===== config.mk =====
export PLATFORM = sky130hd
export DESIGN_NAME = golomb4_encoder
export DESIGN_NICKNAME = d
export VERILOG_FILES = /design/src/rtl/golomb4_pkg.sv /design/src/rtl/g4_bit_source.sv /design/src/rtl/g4_byte_packer.sv /design/src/rtl/g4_run_coder.sv /design/src/rtl/golomb4_encoder.sv
export SDC_FILE = /design/constraint.sdc
export NUM_CORES = 1
export LEC_CHECK = 0
export BUFFER_PORTS_ARGS = -buffer_cell sky130_fd_sc_hd__buf_2
export CAP_MARGIN = 20
export CORE_UTILIZATION = 51
export CTS_CLUSTER_DIAMETER = 200
export DETAILED_ROUTE_END_ITERATION = 7
export GPL_ROUTABILITY_DRIVEN = 0
export GPL_TIMING_DRIVEN = 0
export PLACE_DENSITY = 0.7
export SETUP_SLACK_MARGIN = 0.2
export SYNTH_ARGS = -nofsm -noshare
export SYNTH_HDL_FRONTEND = slang
export SYNTH_SLANG_ARGS = --single-unit

===== constraint.sdc =====
create_clock -name clk -period 4.92 [get_ports clk]
set_input_delay 0.246 -clock clk [delete_from_list [all_inputs] [get_ports clk]]
set_output_delay 0.246 -clock clk [all_outputs]
set_load 0.005 [all_outputs]

===== src/rtl/golomb4_pkg.sv =====
// Package: shared constants and the coder state type for the group-of-four
// Golomb encoder. Assumes byte-wide input and output.
package golomb4_pkg;

    // Byte width on both sides of the encoder.
    localparam int BYTE_W = 8;

    // log2 of the group size; four zeros make one group.
    localparam int GRP_BITS = 2;

    // Coder sequence: header, run scanning, two remainder bits,
    // zero fill, wait for the output slot to empty, finished.
    typedef enum logic [2:0] {
        ST_HDR    = 3'd0,
        ST_RUN    = 3'd1,
        ST_REM_HI = 3'd2,
        ST_REM_LO = 3'd3,
        ST_FILL   = 3'd4,
        ST_DRAIN  = 3'd5,
        ST_FIN    = 3'd6
    } coder_state_t;

endpackage


===== src/rtl/g4_bit_source.sv =====
// Module: g4_bit_source
// Takes input bytes on a valid/ready port and offers them one bit at a time,
// bit 7 first. Holds a count of bytes still owed, loaded from len_i while
// reset is low. Accepts a new byte in the same cycle the last bit of the
// previous one is taken. Assumes the consumer pulses take only when
// bit_avail is high.
module g4_bit_source #(
    parameter int LEN_W  = 32,
    parameter int BYTE_W = 8
) (
    input  logic              clk,
    input  logic              rst_n,
    input  logic [LEN_W-1:0]  len_i,
    input  logic [BYTE_W-1:0] in_data,
    input  logic              in_valid,
    output logic              in_ready,
    input  logic              take,
    output logic              bit_avail,
    output logic              bit_val,
    output logic              exhausted
);

    localparam int POS_W = $clog2(BYTE_W);

    logic [BYTE_W-1:0] hold_q;
    logic [POS_W-1:0]  pos_q;
    logic              full_q;
    logic [LEN_W-1:0]  left_q;
    logic              last_bit;
    logic              load;

    // Last bit of the held byte is being offered.
    assign last_bit  = (pos_q == POS_W'(BYTE_W - 1));
    // Room for a byte if more are owed and the holder is free or emptying now.
    assign in_ready  = (left_q != '0) && (!full_q || (take && last_bit));
    assign load      = in_valid && in_ready;
    assign bit_avail = full_q;
    assign bit_val   = hold_q[BYTE_W-1];
    // nothing owed and nothing held marks the end of the input.
    assign exhausted = (left_q == '0) && !full_q;

    // Byte holder, bit position and owed-byte counter.
    always_ff @(posedge clk) begin
        if (!rst_n) begin
            hold_q <= '0;
            pos_q  <= '0;
            full_q <= 1'b0;
            left_q <= len_i;
        end else if (load) begin
            hold_q <= in_data;
            pos_q  <= '0;
            full_q <= 1'b1;
            left_q <= left_q - 1'b1;
        end else if (take) begin
            hold_q <= {hold_q[BYTE_W-2:0], 1'b0};
            pos_q  <= pos_q + 1'b1;
            if (last_bit) begin
                full_q <= 1'b0;
            end
        end
    end

endmodule


===== src/rtl/g4_byte_packer.sv =====
// Module: g4_byte_packer
// Gathers single bits into bytes, first bit at the top, and presents each
// full byte on a one-entry valid/ready output register. A bit is refused
// only when it would complete a byte while the output register is still
// occupied. Reports byte alignment and an empty output register.
module g4_byte_packer #(
    parameter int BYTE_W = 8
) (
    input  logic              clk,
    input  logic              rst_n,
    input  logic              bit_valid,
    input  logic              bit_val,
    output logic              bit_ready,
    output logic              aligned,
    output logic              empty,
    output logic [BYTE_W-1:0] out_data,
    output logic              out_valid,
    input  logic              out_ready
);

    localparam int CNT_W = $clog2(BYTE_W);

    logic [BYTE_W-2:0] acc_q;
    logic [CNT_W-1:0]  fill_q;
    logic [BYTE_W-1:0] obyte_q;
    logic              ovalid_q;
    logic              slot_free;
    logic              closing;
    logic              accept;

    assign slot_free = !ovalid_q || out_ready;
    assign closing   = (fill_q == CNT_W'(BYTE_W - 1));
    assign bit_ready = !closing || slot_free;
    assign accept    = bit_valid && bit_ready;
    assign aligned   = (fill_q == '0);
    assign empty     = !ovalid_q;
    assign out_data  = obyte_q;
    assign out_valid = ovalid_q;

    // Partial byte accumulator and its fill count.
    always_ff @(posedge clk) begin
        if (!rst_n) begin
            acc_q  <= '0;
            fill_q <= '0;
        end else if (accept) begin
            if (closing) begin
                fill_q <= '0;
            end else begin
                acc_q  <= {acc_q[BYTE_W-3:0], bit_val};
                fill_q <= fill_q + 1'b1;
            end
        end
    end

    // Output register: loads on a completed byte, clears when taken.
    always_ff @(posedge clk) begin
        if (!rst_n) begin
            obyte_q  <= '0;
            ovalid_q <= 1'b0;
        end else if (accept && closing) begin
            obyte_q  <= {acc_q, bit_val};
            ovalid_q <= 1'b1;
        end else if (out_ready) begin
            ovalid_q <= 1'b0;
        end
    end

endmodule


===== src/rtl/g4_run_coder.sv =====
// Module: g4_run_coder
// Sequencer of the encoder. Sends the length header bit by bit, then turns
// input bits into Golomb code bits (group of four), closes a run left open
// by trailing zeros, fills the last byte with zeros and waits for the output
// register to empty before finishing. At most one code bit per cycle;
// a code bit and the input bit behind it move together.
module g4_run_coder
    import golomb4_pkg::*;
#(
    parameter int LEN_W = 32
) (
    input  logic             clk,
    input  logic             rst_n,
    input  logic [LEN_W-1:0] len_i,
    input  logic             bit_avail,
    input  logic             bit_val,
    input  logic             exhausted,
    output logic             take,
    output logic             emit_valid,
    output logic             emit_bit,
    input  logic             emit_ready,
    input  logic             aligned,
    input  logic             empty,
    output logic             done
);

    localparam int HCNT_W = $clog2(LEN_W);

    coder_state_t        st_q, st_d;
    logic [LEN_W-1:0]    hdr_q;
    logic [HCNT_W-1:0]   hcnt_q;
    logic [GRP_BITS-1:0] run_q, run_d;
    logic                lastz_q, lastz_d;
    logic                hdr_step;

    // Next-state, code-bit and input-take decisions.
    always_comb begin
        st_d       = st_q;
        run_d      = run_q;
        lastz_d    = lastz_q;
        take       = 1'b0;
        emit_valid = 1'b0;
        emit_bit   = 1'b0;
        hdr_step   = 1'b0;
        unique case (st_q)
            ST_HDR: begin
                // header bits, most significant first.
                emit_valid = 1'b1;
                emit_bit   = hdr_q[LEN_W-1];
                if (emit_ready) begin
                    hdr_step = 1'b1;
                    if (hcnt_q == HCNT_W'(LEN_W - 1)) begin
                        st_d = ST_RUN;
                    end
                end
            end
            ST_RUN: begin
                if (bit_avail) begin
                    if (bit_val) begin
                        // a one writes the divider, then the remainder.
                        emit_valid = 1'b1;
                        emit_bit   = 1'b0;
                        if (emit_ready) begin
                            take    = 1'b1;
                            lastz_d = 1'b0;
                            st_d    = ST_REM_HI;
                        end
                    end else if (run_q == '1) begin
                        // fourth zero completes a group.
                        emit_valid = 1'b1;
                        emit_bit   = 1'b1;
                        if (emit_ready) begin
                            take    = 1'b1;
                            lastz_d = 1'b1;
                            run_d   = '0;
                        end
                    end else begin
                        take    = 1'b1;
                        lastz_d = 1'b1;
                        run_d   = run_q + 1'b1;
                    end
                end else if (exhausted) begin
                    if (lastz_q) begin
                        // close the open run with an implied one.
                        emit_valid = 1'b1;
                        emit_bit   = 1'b0;
                        if (emit_ready) begin
                            lastz_d = 1'b0;
                            st_d    = ST_REM_HI;
                        end
                    end else begin
                        st_d = ST_FILL;
                    end
                end
            end
            ST_REM_HI: begin
                emit_valid = 1'b1;
                emit_bit   = run_q[GRP_BITS-1];
                if (emit_ready) begin
                    st_d = ST_REM_LO;
                end
            end
            ST_REM_LO: begin
                emit_valid = 1'b1;
                emit_bit   = run_q[0];
                if (emit_ready) begin
                    run_d = '0;
                    st_d  = ST_RUN;
                end
            end
            ST_FILL: begin
                // zero bits until the byte boundary.
                if (aligned) begin
                    st_d = ST_DRAIN;
                end else begin
                    emit_valid = 1'b1;
                    emit_bit   = 1'b0;
                end
            end
            ST_DRAIN: begin
                // finish only once the last byte has left.
                if (empty) begin
                    st_d = ST_FIN;
                end
            end
            ST_FIN: begin
                st_d = ST_FIN;
            end
            default: begin
                st_d = ST_FIN;
            end
        endcase
    end

    // State, run count and trailing-zero flag.
    always_ff @(posedge clk) begin
        if (!rst_n) begin
            st_q    <= ST_HDR;
            run_q   <= '0;
            lastz_q <= 1'b0;
        end else begin
            st_q    <= st_d;
            run_q   <= run_d;
            lastz_q <= lastz_d;
        end
    end

    // Header shifter and bit counter, loaded with the length under reset.
    always_ff @(posedge clk) begin
        if (!rst_n) begin
            hdr_q  <= len_i;
            hcnt_q <= '0;
        end else if (hdr_step) begin
            hdr_q  <= {hdr_q[LEN_W-2:0], 1'b0};
            hcnt_q <= hcnt_q + 1'b1;
        end
    end

    assign done = (st_q == ST_FIN);

endmodule


===== src/rtl/golomb4_encoder.sv =====
// Module: golomb4_encoder (top)
// Golomb encoder with group size four: input bytes -> bit source ->
// run coder -> byte packer -> output bytes. The length is taken from
// src_len during reset and written as a four-byte header first.
// Assumes LEN_W is a multiple of the byte width.
module golomb4_encoder
    import golomb4_pkg::*;
#(
    parameter int LEN_W = 32
) (
    input  logic              clk,
    input  logic              rst_n,
    input  logic [LEN_W-1:0]  src_len,
    input  logic [BYTE_W-1:0] in_data,
    input  logic              in_valid,
    output logic              in_ready,
    output logic [BYTE_W-1:0] out_data,
    output logic              out_valid,
    input  logic              out_ready,
    output logic              done
);

    logic bit_avail;
    logic bit_val;
    logic exhausted;
    logic take;
    logic emit_valid;
    logic emit_bit;
    logic emit_ready;
    logic aligned;
    logic empty;

    g4_bit_source #(
        .LEN_W  (LEN_W),
        .BYTE_W (BYTE_W)
    ) u_src (
        .clk       (clk),
        .rst_n     (rst_n),
        .len_i     (src_len),
        .in_data   (in_data),
        .in_valid  (in_valid),
        .in_ready  (in_ready),
        .take      (take),
        .bit_avail (bit_avail),
        .bit_val   (bit_val),
        .exhausted (exhausted)
    );

    g4_run_coder #(
        .LEN_W (LEN_W)
    ) u_coder (
        .clk        (clk),
        .rst_n      (rst_n),
        .len_i      (src_len),
        .bit_avail  (bit_avail),
        .bit_val    (bit_val),
        .exhausted  (exhausted),
        .take       (take),
        .emit_valid (emit_valid),
        .emit_bit   (emit_bit),
        .emit_ready (emit_ready),
        .aligned    (aligned),
        .empty      (empty),
        .done       (done)
    );

    g4_byte_packer #(
        .BYTE_W (BYTE_W)
    ) u_pack (
        .clk       (clk),
        .rst_n     (rst_n),
        .bit_valid (emit_valid),
        .bit_val   (emit_bit),
        .bit_ready (emit_ready),
        .aligned   (aligned),
        .empty     (empty),
        .out_data  (out_data),
        .out_valid (out_valid),
        .out_ready (out_ready)
    );

endmodule


; ---- Word-level counts from Yosys, hierarchy flattened
; Index checks and enable logic that the tools add are counted.
[totals]
wordCells = 125
ff_bits = 106
in_bits = 44
out_inout_bits = 11
[op_classes]
muxes = 53
reduce_logical = 28
n_eq_ne = 24
bitwise_logic = 2
addsub = 5
[ops]
columns = operator, n
row1 = 32-bit 2-to-1 mux, 4
row2 = 3-bit 2-to-1 mux, 12
row3 = 32-bit logical NOT, 1
row4 = 32-bit nonzero test, 1
row5 = "32-bit by 1-bit subtractor with 32-bit output, second input constant", 1
row6 = 1-bit 2-to-1 mux, 27
row7 = 3-bit one-hot mux with 6 select lines, 1
row8 = 8-bit 2-to-1 mux, 2
row9 = "3-bit equality test, second input constant", 5
row10 = "2-bit by 1-bit != test with 1-bit output, second input constant", 6
row11 = 2-bit nonzero test, 5
row12 = 2-bit 2-to-1 mux, 4
row13 = "2-bit != test, second input constant", 4
row14 = 8-bit AND reduction, 1
row15 = "3-bit by 1-bit adder with 3-bit output, second input constant", 2
row16 = "3-bit by 2-bit equality test with 1-bit output, second input constant", 2
row17 = 1-bit logical AND, 6
row18 = 3-bit logical NOT, 2
row19 = "3-bit by 2-bit != test with 1-bit output, second input constant", 2
row20 = "3-bit != test, second input constant", 2
row21 = "5-bit by 1-bit adder with 5-bit output, second input constant", 1
row22 = "5-bit equality test, second input constant", 1
row23 = 1-bit one-hot mux with 4 select lines, 1
row24 = 2-bit one-hot mux with 2 select lines, 1
row25 = 12 further kinds, 18

; ---- Logic depth before layout (Yosys ltp)
[depth]
depth_word = 14
depth_mapped = 9
mapped_depth_nobuf = 8

; ---- Hierarchy
; From an unflattened synthesis, not the netlist that was laid out.
[unflattened]
hier_cells = 501
area_unflattened_um2 = 5482.8
[modules_own_cells]
columns = module, seq_area_each_um2, area_per_inst_um2, n_inst, cells_each
row1 = g4_bit_source, 1201.2, 2531.2, 1, 245
row2 = g4_run_coder, 1181.1, 2135.8, 1, 162
row3 = g4_byte_packer, 380.4, 815.8, 1, 94

; ---- Worst setup path after synthesis
; No wires, ideal clock.
[synth_timing]
kind = flip-flop to flip-flop
from = register u_pack.fill_q[0]
to = register u_src.left_q[0] (enable)
setup_slack_ps = 655
path_buffers = 1
stages_incl_launch_ff = 8
setup_ps = 473
t_required_ps = 4447
arrival_ps = 3792
synth_period_minus_slack_ps = 4265
cell_sequence = dfxtp_1 ha_1 ha_1 nand3b_1 o211ai_1 and2_1 clkbuf_1 o21ai_0
[synth_between]
elab_chain_len = 13
[synth_lines]
columns = element, line_no
row1 = "start, declared", g4_byte_packer.sv:24  ; logic [CNT_W-1:0] fill_q;
row2 = "start signal, assigned", g4_byte_packer.sv:50  ; fill_q <= fill_q + 1'b1;
row3 = 3-bit equality test (*), g4_byte_packer.sv:32  ; assign closing = (fill_q == CNT_W'(BYTE_W - 1));
row4 = 1-bit logical NOT (*), g4_byte_packer.sv:33  ; assign bit_ready = !closing || slot_free;
row5 = 1-bit logical OR (*), g4_byte_packer.sv:33
row6 = 1-bit 2-to-1 mux (*), "g4_run_coder.sv:63, g4_run_coder.sv:72"
row7 = 1-bit 2-to-1 mux, g4_run_coder.sv:68  ; end else if (run_q == '1) begin
row8 = 1-bit 2-to-1 mux (*), g4_run_coder.sv:59  ; if (bit_val) begin
row9 = 1-bit 2-to-1 mux (*), g4_run_coder.sv:58  ; if (bit_avail) begin
row10 = 1-bit 2-to-1 mux (*), g4_run_coder.sv:45  ; unique case (st_q)
row11 = 1-bit logical AND (*), g4_bit_source.sv:35  ; assign in_ready = (left_q != '0) && (!full_q || (take && last_bit));
row12 = 1-bit logical OR (*), g4_bit_source.sv:35
row13 = 1-bit logical AND (*), g4_bit_source.sv:35
row14 = 1-bit logical AND (*), g4_bit_source.sv:36  ; assign load = in_valid && in_ready;
row15 = 2-bit by 1-bit != test with 1-bit output (no source line) (*), -
row16 = "end signal, assigned", g4_bit_source.sv:48  ; left_q <= len_i;
row17 = "end signal, assigned", g4_bit_source.sv:53  ; left_q <= left_q - 1'b1;
row18 = "end, declared", g4_bit_source.sv:28  ; logic [LEN_W-1:0] left_q;
; Mark *: on every way between the ends. The rest lies on a longest branch, timed or not.
; A chain may end at the register's enable or synchronous reset.

; ---- Final worst setup path
[layout_timing]
from = register u_pack.fill_q[0]
to = output in_ready
[layout_between]
elab_chain_len = 11
[layout_lines]
columns = element, line_no
row1 = 3-bit equality test (*), g4_byte_packer.sv:32
row2 = 1-bit logical NOT (*), g4_byte_packer.sv:33
row3 = 1-bit logical OR (*), g4_byte_packer.sv:33
row4 = 1-bit 2-to-1 mux (*), "g4_run_coder.sv:63, g4_run_coder.sv:72"
row5 = 1-bit 2-to-1 mux, g4_run_coder.sv:68
row6 = 1-bit 2-to-1 mux (*), g4_run_coder.sv:59
row7 = 1-bit 2-to-1 mux (*), g4_run_coder.sv:58
row8 = 1-bit 2-to-1 mux (*), g4_run_coder.sv:45
row9 = 1-bit logical AND (*), g4_bit_source.sv:35
row10 = 1-bit logical OR (*), g4_bit_source.sv:35
row11 = 1-bit logical AND (*), g4_bit_source.sv:35
row12 = "end, declared", golomb4_encoder.sv:16  ; output logic in_ready,
; Marked as above.

==> impl_metrics.ini <==
[outcome]
outcome = finished, final reports clean

[cts]
cts_tree = yes
cts_max_path_buffers = 2
cts_resized = 0
cts_hold_buf = 0
numCtsBuffers = 9
path_clk_slew_ps = 100
cts_root_buf = clkbuf_8
htreeDepth = 3
cts_sinks = 106
postCtsSetupBuffers = 0
clock_latency_ps = 380

[worst_setup_path]
startpoint_type = register
critPathKind = reg2out
r2r_cells = 7
cp_slowest_cell = dfxtp_1
cpPeakStageDelay_ps = 390
rrSetupSlack_ps = 1980
critical_path.top_delay_family = buffers and inverters
r2r-start = u_pack.fill_q[0]
cp_data_required_time_ps = 4670
crit_buf_inv = 3
worst_setup_path_end_kind = primary output
critical_path.max_fanout = 10
cp.arrival_ps = 2780
reg2reg_to = u_coder.hdr_q[27]
crit_chain = ha_1 > ha_1 > nand3b_1 > o211ai_1 > and2_1 > clkbuf_1 > clkbuf_1 > nor2_1 > buf_2

[pwr]
p_leak_nw = 2.41
power_density_mw_per_mm2 = 292
clkPwrFrac_pct = 29.2
pwr-share-comb_pct = 11.0
p_seq_share_pct = 59.7
p_total_mw = 1.78
p_int_mw = 1.33
switching_power_uw = 452
max-vdd-ir-drop_uv = 195
switching_share_pct = 25.4

[sta]
rsz0062_at_grt = false
fin_crit_ps = 3030
tightest_slew_ps = 841
worst_slack_ps = 1890
max_freq_mhz = 331
finClkSkew_ps = 13.8
finalSetupTns_ps = 0
slew-limit-headroom_pct = 44.0
finalCritPeriodShare_pct = 61.5
holdWs_ps = 116
hold_viol = 0
maxSlewViolCount = 0
finalSetupViolations = 0

[hold_path]
min-delay-start = in_data[7]
hold_class = in2reg
hold_path_end = u_src.hold_q[7]
holdPathStages = 2

[place]
placed_cells = 683
place_ws_ps = 1600
io_buffers = 53
dpl.hpwl_mm = 8.18
postPlaceCellArea_mm2 = 0.00590

[logic_synthesis]
syn_inst = 493
netlist_area_mm2 = 0.00542
synth_edf_count = 64
synth_xor_area_share_pct = 3.88
muxShareOfSynthArea_pct = 12.1
synthDistinctLibCells = 62
synth_top_family_by_area = simple AND/OR/NAND/NOR gates
yosys_warnings = 0
yosys.area_share.simple_pct = 17.0
yosys_register_bits = 106
syn_area_per_cell_um2 = 11.0
yosys.area_share.adder_pct = 2.31
synthTopCellsByArea = edfxtp_1 (35%), dfxtp_1 (16%), mux2_2 (6.2%)
synth_nets = 547
synth_seq_area_share_pct = 50.9
yosys.area.top_type_share_pct = 35.4
yosysTopAreaCell = edfxtp_1
synth_flop_cell = edfxtp_1
synth-compound-area-share_pct = 11.1
synthArstFlopShare_pct = 0

[grt]
grt_use_met2_pct = 37.4
antenna_found_initial = 0
grt_start_max_net_pins = 33
grt_use_met3_pct = 4.12
gr-total-overflow = 0
globalRouteMet1Util_pct = 29.3
grt_first_pass_wirelength_mm = 19.4
grt_pass1_vias = 4026
grt_use_total_pct = 22.5
grt-busiest-layer = met2

[routing]
avgViaCountPerCell = 5.71
antenna_left = 0
drtIter0Drc = 170
vias = 3996
drt_pre_antenna_iters = 5
wl_per_cell_um = 16.3
drc = 0
wirelength_mm = 11.4

[cells_and_area]
mostFrequentLayoutCell = edfxtp_1
fin_area_mm2 = 0.00609
post-route-util_pct = 59.0
fillers = 879
layout.nets = 613
stdcell_count = 700
drive_gt1_share_pct = 21.5
final_cell_mix = edfxtp_1 (64), buf_2 (54), nor2_1 (49)
area_growth_pct = 12.2
num_antenna_cells = 0

[die]
die_y_um = 105
dieWidth_um = 105
rows = 37
dieArea_mm2 = 0.0111
ios = 55
core_area_mm2 = 0.0103
initial_core_util_pct = 52.5

[flow_run]
drv_cap = 0
-- cell families after synthesis --
logic type | count (synthesis)
fa+ha+maj | 10
simple gates | 167
xor+xnor | 24
mux | 62
buf+inv | 36
flops | 106
compound gates | 88
-- state kept, by name, indices dropped and copies added (netlist names), 2 cells and up --
signal           count
u_pack.fill_q        3
u_src.left_q        32
u_coder.hcnt_q       5
u_coder.hdr_q       32
u_pack.acc_q         7
u_src.pos_q          3
u_pack.out_data      8
u_src.hold_q         8
u_coder.st_q         3
u_coder.run_q        2
-- worst max-delay path by stage --
stage	from	to	slack (ps)	cells after the start
floorplan	u_pack.fill_q[0]	u_src.left_q[0]	650	7
global placement	u_pack.fill_q[0]	u_src.left_q[17]	-680	7
detailed placement	u_pack.fill_q[0]	u_coder.hdr_q[16]	1600	6
CTS	u_pack.fill_q[0]	u_coder.hdr_q[27]	1580	6
global route	u_pack.fill_q[0]	in_ready	1600	9
finish	u_pack.fill_q[0]	in_ready	1890	9
-- worst register-to-register path, delay by kind of cell, from the launching register on --
family | cells | cell delay, ps
AND/OR/NAND/NOR | 3 | 1290
adder cells (fa/ha/maj) | 2 | 480
buffers and inverters | 2 | 450
flip-flops | 1 | 350
-- cell type report --
class / count / area [µm²] / area share (%)
plain buffers: 27 / 114 / 1.87
clock buffers: 12 / 156 / 2.57
clock inverters: 4 / 25.0 / 0.411
inverters: 9 / 33.8 / 0.555
multi-input cells: 351 / 2530 / 41.5
flip-flops and latches: 106 / 2760 / 45.4
well taps: 136 / 170 / 2.80
repair buffers: 55 / 298 / 4.89
-- routing by layer --
metal  vias up  wire length [µm]
met4         0               249
met5         -                 0
met2       105              5550
met1      1914              5100
met3        20               525
li1       1957                 -
-- Yosys cell counts (all sizes together), types with 2 or more instances --
cell and n:
mux2i 32, nand2b 5, or3 4, dfxtp 42, nand4 6, a31oi 8
nor2b 10, and2 6, nand2 39, nand3 6, nor2 49, or4 2
ha 10, o211ai 4, buf 5, a21boi 2, nor3b 4, mux2 30
a21oi 24, clkbuf 22, edfxtp 64, o21ai 19, xnor2 15, o31ai 7
o311a 8, and3 4, nor4 11, xor2 9, inv 9, nand3b 4
nor3 12, a211oi 2
-- power by group through the flow --
stage | registers (mW) | logic, mW | clock network (mW)
2_1_floorplan | 1.07 | 0.135 | 0
3_3_place_gp | 1.08 | 0.185 | 0
3_5_place_dp | 1.08 | 0.197 | 0
4_1_cts | 1.06 | 0.198 | 0.532
5_1_grt | 1.07 | 0.221 | 0.562
6_report | 1.06 | 0.197 | 0.520
(Power assumes the default switching activity.)
